## src/rtl/zsd_pkg.sv

```systemverilog
// Package: shared symbol record for the zero-substitution decoder.
// Assumes: one record per received bit period.
package zsd_pkg;

    // Smallest window that still holds a full eight-zero pattern.
    localparam int MIN_DEPTH = 8;

    // Classified line symbol as stored in the delay window.
    typedef struct packed {
        logic pulse;  // mark on either rail
        logic neg;    // polarity of a single-rail mark (1 = negative)
        logic dbl;    // marks on both rails at once
        logic viol;   // single-rail mark repeating the last polarity
        logic data;   // provisional decoded bit
        logic unres;  // violation not yet explained by a pattern
    } zs_sym_t;

endpackage

```

## src/rtl/zs_classify.sv

```systemverilog
// Module: zs_classify
// Classifies each incoming rail pair into a symbol record and tracks the
// polarity of the last single-rail mark.
// Assumes: rails are sampled only when bit_en is high; double-rail marks
// leave the polarity history untouched.
module zs_classify
    import zsd_pkg::*;
(
    input  logic    clk,
    input  logic    rst_n,
    input  logic    bit_en,
    input  logic    rx_pos,
    input  logic    rx_neg,
    input  logic    sub_en,
    output zs_sym_t sym
);

    logic last_neg_q;
    logic seen_q;
    logic single;

    // Build the symbol record from the rails and the polarity history.
    always_comb begin
        single     = rx_pos ^ rx_neg;
        sym        = '0;
        sym.pulse  = rx_pos | rx_neg;
        sym.dbl    = rx_pos & rx_neg;
        sym.neg    = rx_neg & ~rx_pos;
        sym.viol   = sub_en & single & seen_q & (rx_neg == last_neg_q);
        sym.data   = rx_pos | rx_neg;
        sym.unres  = sym.viol;
    end

    // Remember the polarity of the latest single-rail mark.
    always_ff @(posedge clk) begin
        if (!rst_n) begin
            last_neg_q <= 1'b0;
            seen_q     <= 1'b0;
        end else if (bit_en && single) begin
            last_neg_q <= rx_neg;
            seen_q     <= 1'b1;
        end
    end

    // the history follows every single-rail mark.
    a_r7_pol_follow: assert property (@(posedge clk) disable iff (!rst_n)
        (bit_en && (rx_pos != rx_neg)) |=> (seen_q && (last_neg_q == $past(rx_neg))));

    // a double-rail mark leaves the history untouched.
    a_r9_dbl_keeps_pol: assert property (@(posedge clk) disable iff (!rst_n)
        (bit_en && rx_pos && rx_neg) |=> ($stable(last_neg_q) && $stable(seen_q)));

endmodule

```

## src/rtl/zs_window.sv

```systemverilog
// Module: zs_window
// Delay window of classified symbols. When the closing symbol of a valid
// substitution pattern arrives, the marks belonging to that pattern are
// rewritten to zeros before they leave the window.
// Assumes: DEPTH >= MIN_DEPTH so an eight-zero pattern fits inside.
module zs_window
    import zsd_pkg::*;
#(
    parameter int DEPTH = 8
) (
    input  logic    clk,
    input  logic    rst_n,
    input  logic    bit_en,
    input  logic    std_t1,
    input  zs_sym_t in_sym,
    output logic    tail_data,
    output logic    tail_cv
);

    localparam int LAST = DEPTH - 1;

    zs_sym_t win [DEPTH];
    zs_sym_t nxt [DEPTH];
    logic    hdb_hit;
    logic    b8_hit;

    // A plain mark of normal polarity, eligible as a balancing mark.
    function automatic logic is_bal(input zs_sym_t s);
        return s.pulse && !s.dbl && !s.viol;
    endfunction

    // Four-zero pattern closes on a violation after two spaces.
    always_comb begin
        hdb_hit = !std_t1 && in_sym.viol && !win[0].pulse && !win[1].pulse &&
                  (!win[2].pulse || is_bal(win[2]));
    end

    // Eight-zero pattern closes on its second balancing mark.
    always_comb begin
        b8_hit = std_t1 && is_bal(in_sym) && win[0].viol && !win[1].pulse &&
                 is_bal(win[2]) && win[3].viol && !win[4].pulse &&
                 !win[5].pulse && !win[6].pulse;
    end

    // Next window contents: shift, then strip any completed pattern.
    always_comb begin
        nxt[0] = in_sym;
        for (int i = 1; i < DEPTH; i++) begin
            nxt[i] = win[i-1];
        end
        if (hdb_hit) begin
            nxt[0].data  = 1'b0;
            nxt[0].unres = 1'b0;
            nxt[3].data  = 1'b0;
        end
        if (b8_hit) begin
            nxt[0].data  = 1'b0;
            nxt[0].unres = 1'b0;
            nxt[1].data  = 1'b0;
            nxt[1].unres = 1'b0;
            nxt[3].data  = 1'b0;
            nxt[3].unres = 1'b0;
            nxt[4].data  = 1'b0;
            nxt[4].unres = 1'b0;
        end
    end

    // One register stage per window slot, advanced once per bit period.
    for (genvar g = 0; g < DEPTH; g++) begin : g_stage
        always_ff @(posedge clk) begin
            if (!rst_n) begin
                win[g] <= '0;
            end else if (bit_en) begin
                win[g] <= nxt[g];
            end
        end
    end

    assign tail_data = win[LAST].data;
    assign tail_cv   = win[LAST].dbl | win[LAST].unres;

    // both violations of an eight-zero pattern are still open when it closes.
    a_r6_b8_open_viol: assert property (@(posedge clk) disable iff (!rst_n)
        (bit_en && b8_hit) |-> (win[3].unres && win[0].unres));

endmodule

```

## src/rtl/zs_emit.sv

```systemverilog
// Module: zs_emit
// Output register: takes the oldest window slot once per bit period.
// Assumes: tail inputs are stable between bit-enable strobes.
module zs_emit (
    input  logic clk,
    input  logic rst_n,
    input  logic bit_en,
    input  logic tail_data,
    input  logic tail_cv,
    output logic dout,
    output logic code_err
);

    // Register the released bit and its violation flag.
    always_ff @(posedge clk) begin
        if (!rst_n) begin
            dout     <= 1'b0;
            code_err <= 1'b0;
        end else if (bit_en) begin
            dout     <= tail_data;
            code_err <= tail_cv;
        end
    end

    // reset clears both outputs.
    a_r1_reset_clear: assert property (@(posedge clk)
        !rst_n |=> (!dout && !code_err));

    // outputs hold while no bit is strobed.
    a_r2_hold_idle: assert property (@(posedge clk) disable iff (!rst_n)
        !bit_en |=> ($stable(dout) && $stable(code_err)));

    // a flagged bit is always a one.
    a_r10_flag_is_one: assert property (@(posedge clk) disable iff (!rst_n)
        code_err |-> dout);

endmodule

```

## src/rtl/zsub_line_decoder.sv

```systemverilog
// Module: zsub_line_decoder
// Top level: dual-rail to NRZ decoder with removal of four-zero (E1) and
// eight-zero (T1) substitution codes and code-violation flagging.
// Assumes: one symbol per bit_en strobe; mode inputs change only around reset.
module zsub_line_decoder #(
    parameter int DEPTH = 8
) (
    input  logic clk,
    input  logic rst_n,
    input  logic bit_en,
    input  logic rx_pos,
    input  logic rx_neg,
    input  logic sub_en,
    input  logic std_t1,
    output logic dout,
    output logic code_err
);

    zsd_pkg::zs_sym_t sym;
    logic             tail_data;
    logic             tail_cv;

    zs_classify u_cls (
        .clk    (clk),
        .rst_n  (rst_n),
        .bit_en (bit_en),
        .rx_pos (rx_pos),
        .rx_neg (rx_neg),
        .sub_en (sub_en),
        .sym    (sym)
    );

    zs_window #(.DEPTH(DEPTH)) u_win (
        .clk       (clk),
        .rst_n     (rst_n),
        .bit_en    (bit_en),
        .std_t1    (std_t1),
        .in_sym    (sym),
        .tail_data (tail_data),
        .tail_cv   (tail_cv)
    );

    zs_emit u_emit (
        .clk       (clk),
        .rst_n     (rst_n),
        .bit_en    (bit_en),
        .tail_data (tail_data),
        .tail_cv   (tail_cv),
        .dout      (dout),
        .code_err  (code_err)
    );

endmodule

```

## config.mk

```make
export PLATFORM = sky130hd
export DESIGN_NAME = zsub_line_decoder
export DESIGN_NICKNAME = d
export VERILOG_FILES = /design/src/rtl/zsd_pkg.sv /design/src/rtl/zs_classify.sv /design/src/rtl/zs_window.sv /design/src/rtl/zs_emit.sv /design/src/rtl/zsub_line_decoder.sv
export SDC_FILE = /design/constraint.sdc
export NUM_CORES = 1
export LEC_CHECK = 0
export BUFFER_PORTS_ARGS = -buffer_cell sky130_fd_sc_hd__clkbuf_2
export CELL_PAD_IN_SITES_DETAIL_PLACEMENT = 0
export CELL_PAD_IN_SITES_GLOBAL_PLACEMENT = 1
export CORE_UTILIZATION = 52
export DETAILED_ROUTE_END_ITERATION = 8
export PLACE_DENSITY_LB_ADDON = 0.1
export SETUP_SLACK_MARGIN = 0.5
export SYNTH_ARGS = -nofsm -noshare
export SYNTH_HDL_FRONTEND = slang
export SYNTH_SLANG_ARGS = --single-unit
```

## constraint.sdc

```tcl
create_clock -name clk -period 2.89 [get_ports clk]
set_input_delay 0.1445 -clock clk [delete_from_list [all_inputs] [get_ports clk]]
set_output_delay 0.1445 -clock clk [all_outputs]
set_load 0.05 [all_outputs]
```

# Word-level counts from Yosys, hierarchy flattened
# Memory sizes are Yosys's and may differ from the RTL's.
# Cells that the tools add are included.
dict set report word_totals {
  regBits 4
  mem_bits_rw 48
  in_bits 7
  out_inout_bits 2
  word_cells 70
  memories 1
}
dict set report classes {
  n_eq_ne 1
  muxes 18
  n_bitwise 17
  reduce_logical 29
}
# memory depth width read_ports rd_clocked_by_memory_dff write_ports line
set memory_table {}
lappend memory_table {u_win.win 8 6 8 0 8 zs_window.sv:22} ;# zs_sym_t win [DEPTH];
# operator count
set op_table {}
lappend op_table {{$mux 6} 8}
lappend op_table {{$logic_and 1x1->1} 17}
lappend op_table {{$logic_not 1->1} 11}
lappend op_table {{$mux 2} 5}
lappend op_table {{$or 1x1->1} 10}
lappend op_table {{$and 1x1->1} 5}
lappend op_table {{$mux 1} 5}
lappend op_table {{$eq 1x1->1} 1}
lappend op_table {{$logic_or 1x1->1} 1}
lappend op_table {{$not 1->1} 1}
lappend op_table {{$xor 1x1->1} 1}

# Logic depth before layout (Yosys ltp)
dict set report logic_depth {
  depth_word 16
  ltp_mapped 6
  ltp_nobuf 5
}

# By module
# From an unflattened synthesis, not the netlist that was laid out.
dict set report hier_totals {
  cells_unflattened 117
  area_unflattened_um2 1651.6
}
# module instances cells_each area_per_inst_um2 seq_area_each_um2
set by_module_without_submodules {}
lappend by_module_without_submodules {zs_window 1 93 1426.4 1051.0}
lappend by_module_without_submodules {zs_classify 1 18 152.6 40.0}
lappend by_module_without_submodules {zs_emit 1 6 72.6 40.0}

# Worst setup path before layout
# Ideal clock, no wire load.
dict set report synth_path {
  kind {input -> register}
  start {in rx_pos}
  end {mem u_win.win[0][19] (netlist bit), data pin}
  setup_ps 277
  arrival_ps 1424
  required_ps 2613
  path_slack_ps 1189
  cell_stages 5
  path_buffers 0
  cell_sequence {inv_1 -> ha_1 -> or4b_4 -> nor4_4 -> a2111oi_1}
}
# item line
set synth_rtl {}
lappend synth_rtl {{start: declaration} zsub_line_decoder.sv:11} ;# input logic rx_pos,
lappend synth_rtl {{end: declaration} zs_window.sv:22}

==> impl_metrics.py <==
metrics = {
    "grt": {
        "grt_max_degree": 34,
        "grt_pass1_wl_um": 4220,
        "track_usage_pct": 17.6,
        "grt_overflow": 0,
        "grt_pass1_vias": 879,
        "antenna_found_initial": 0,
    },
    "drt": {
        "drt_iter0_markers": 39,
        "vias_per_cell": 5.85,
        "post_drt_wl_per_cell_um": 15.6,
        "via_count": 913,
        "drc": 1,
        "antenna_left": 0,
        "first_pass_iters": 6,
        "routed_wl_um": 2440,
    },
    "pwr": {
        "p_leak_nw": 0.762,
        "power_per_cell_area_mw_per_mm2": 617,
        "ir_drop_mv": 0.475,
    },
    "timing": {
        "slew_violations": 0,
        "finalSetupTns_ns": 0,
        "finalCritPeriodShare_pct": 62.1,
        "rsz0062_at_grt": "no",
        "max_slew.worst_pin.slew_ns": 0.631,
        "finClkSkew_ns": 0.00853,
        "fin_ws_ns": 1.10,
        "holdWs_ns": 0.0918,
        "min_period_ns": 1.79,
        "hold_viol": 0,
        "clock.fmax_ghz": 0.557,
        "setup_viol": 0,
        "slew_headroom_pct": 57.9,
    },
    "clock_tree": {
        "cts_made_buffers": 5,
        "cts_tree": "built",
        "clock_sinks": 39,
        "clock_path_buffers": 2,
        "root_buffer": "clkbuf_4",
        "clkLatencyLatePin_ns": 0.34,
        "path_clk_slew_ns": 0.11,
        "post_cts_resized": 0,
        "holdBufCountCts": 0,
        "ctsHtreeMaxLevel": 2,
        "cts_setup_buffers": 0,
    },
    "place": {
        "preCtsSetupSlack_ns": 0.898,
        "dpl_cell_area_mm2": 0.00168,
        "gp_congestion": 0.802,
        "dpl.hpwl_um": 1510,
        "port_buffers": 8,
    },
    "worst_setup_path": {
        "end_kind": "flip-flop",
        "cp_slowest_cell": "or4b_4",
        "reg2reg_from": "u_win.win[1][11]$_SDFFCE_PN0P_",
        "cp-start-kind": "flip-flop",
        "path_max_fanout": 7,
        "reg2reg_depth": 3,
        "arrival_ns": 1.88,
        "rrSetupSlack_ns": 1.10,
        "timing.rr.end": "u_win.win[1][1]$_SDFFCE_PP0P_",
        "critical_path_class": "reg2reg",
        "required_ns": 2.97,
        "slowest_delay_ns": 0.56,
        "path_cells": "or4b_4 > nor4_4 > a211oi_1",
    },
    "layout": {
        "area_delta_synth_final_pct": 9.28,
        "num-nets-final": 133,
        "num_antenna_cells": 0,
        "drive_above_1_share_pct": 15.2,
        "multiInputGateArea_um2": 413,
        "fin_area_mm2": 0.00175,
        "fill_cells": 224,
        "regArea_mm2": 0.00113,
    },
    "yosys": {
        "async_flop_share_pct": 0,
        "netlist_instances": 115,
        "yosysUniqueCellTypes": 24,
        "ys_ff_latch": 39,
        "synth_most_common_cell": "edfxtp_1",
        "ys_top_cells_by_area": "edfxtp_1, and3_1, dfxtp_1, a211oi_1, inv_1",
        "synth_common_cells": "edfxtp_1, and3_1, inv_1",
        "synth_top_area_share_pct": 65.5,
        "yosys_warnings": 0,
        "synth_top_area_cell": "edfxtp_1",
        "yosysSeqAreaShare_pct": 70.5,
        "syn-num-nets": 124,
        "synthesis.area_mm2": 0.00160,
        "yosys_most_used_dff": "edfxtp_1",
        "synth_edf_count": 35,
        "synth.avg_cell_area_um2": 13.9,
    },
    "floorplanning": {
        "die_area_mm2": 0.00331,
        "core-area_mm2": 0.00283,
        "num_rows": 19,
        "die_h_um": 57.5,
        "initial_core_util_pct": 56.7,
        "ioPinCount": 9,
        "die_x_um": 57.5,
    },
    "worst_hold_path": {
        "hold_end": "u_cls.last_neg_q$_SDFFE_PN0P_",
        "min_path_cells": 3,
        "hold_class": "in2reg",
        "hold_start": "rx_neg",
    },
    "status": {
        "outcome": "finished, violations left",
        "violations": "DRC",
    },
    "flow_run": {
        "cap_violations": 0,
    },
}
==> where the power goes <==
part           internal [mW]  switching, mW  total, mW  leakage (nW)
logic                 0.0243         0.0441     0.0684         0.299
registers              0.649         0.0127      0.662         0.420
clock network          0.178          0.173      0.351        0.0426
==> worst max-delay path by stage <==
stage | cells past startpoint | slack [ns] | from | to
finish | 3 | 1.10 | u_win.win[1][11]$_SDFFCE_PN0P_ | u_win.win[1][1]$_SDFFCE_PP0P_
global route | 3 | 1.03 | u_win.win[1][11]$_SDFFCE_PN0P_ | u_win.win[0][1]$_SDFFCE_PP0P_
CTS | 3 | 1.09 | u_win.win[1][11]$_SDFFCE_PN0P_ | u_win.win[1][1]$_SDFFCE_PP0P_
detailed placement | 6 | 0.90 | rx_neg | u_win.win[1][1]$_SDFFCE_PP0P_
global placement | 6 | 0.96 | rx_neg | u_win.win[0][1]$_SDFFCE_PP0P_
floorplan | 5 | 1.19 | rx_pos | u_win.win[0][19]$_SDFFCE_PP0P_
==> cell families (layout without fill, tap and decap cells) <==
| logic type | count (synthesis) | after routing | synth area share, % |
|---|---|---|---|
| and+or+nand+nor | 44 | 44 | 17.9 |
| DFF | 39 | 39 | 70.5 |
| buffers and inverters | 16 | 26 | 3.74 |
| AOI/OAI and AO/OA | 12 | 12 | 5.15 |
| adders and majority gates | 2 | 2 | 1.56 |
| xor gates and xnor gates | 1 | 1 | 0.546 |
| muxes | 1 | 1 | 0.624 |
==> metrics by stage <==
step | utilization, % | std cells | power [mW]
floorplan | - | 115 | 0.719
global placement | 59.3 | 148 | 0.741
detailed placement | 59.3 | 148 | 0.744
CTS | 62.0 | 156 | 1.09
global route | 62.0 | 156 | 1.12
finish | 62.0 | 156 | 1.08
==> metal layers <==
metal | GRT usage, % | share of wire, % | wire, um | vias to the layer above
met5 | 0 | 0 | 0 | -
li1 | - | - | - | 444
met3 | 4.76 | 3.8 | 92 | 4
met1 | 25.4 | 49 | 1200 | 447
met4 | 7.67 | 1.3 | 32 | 0
met2 | 25.2 | 46 | 1120 | 18
==> registers in the layout (all words and copies together), names as in the netlist <==
| name | flops |
|---|---|
| u_emit.code_err | 1 |
| u_win.win | 35 |
| u_cls.last_neg_q | 1 |
| u_emit.dout | 1 |
| u_cls.seen_q | 1 |
==> worst max-delay path: cells and delay by family (launching register included) <==
family	cells	cell delay, ns
and+or+nand+nor	2	0.97
AOI/OAI and AO/OA	1	0.16
DFF	1	0.41
==> layout by cell type (no fill, tap or decap) <==
cell       synthesis  layout
nor2b_1            2       2
mux2i_1            1       1
xnor2_1            1       1
dfxtp_1            4       4
ha_1               2       2
nand2b_1           2       2
nor2_1             2       2
nor3_1             2       2
clkbuf_4           0       5
or4b_4             1       1
and4b_1            1       1
and3_1            25      25
nand2_1            4       4
nand3_1            2       2
a2111oi_1          1       1
inv_1              9       9
o21ai_0            2       2
a21oi_1            2       2
buf_12             0       1
nor4_4             1       1
or4bb_1            1       1
a211oi_1           6       6
clkinv_1           0       1
bufinv_16          0       1
a21boi_0           1       1
clkbuf_2           0       8
edfxtp_1          35      35
or2_2              1       1
clkinv_2           0       1
==> final cells by class <==
class / instances / share of cell area [%]
Clock inverter: 3 / 2.21
Sequential cell: 39 / 64.5
Tap cell: 31 / 2.21
Multi-Input combinational cell: 60 / 23.6
Timing Repair Buffer: 9 / 3.43
Clock buffer: 5 / 2.14
Inverter: 9 / 1.93
Note: power is estimated with default switching activity, not from simulation.
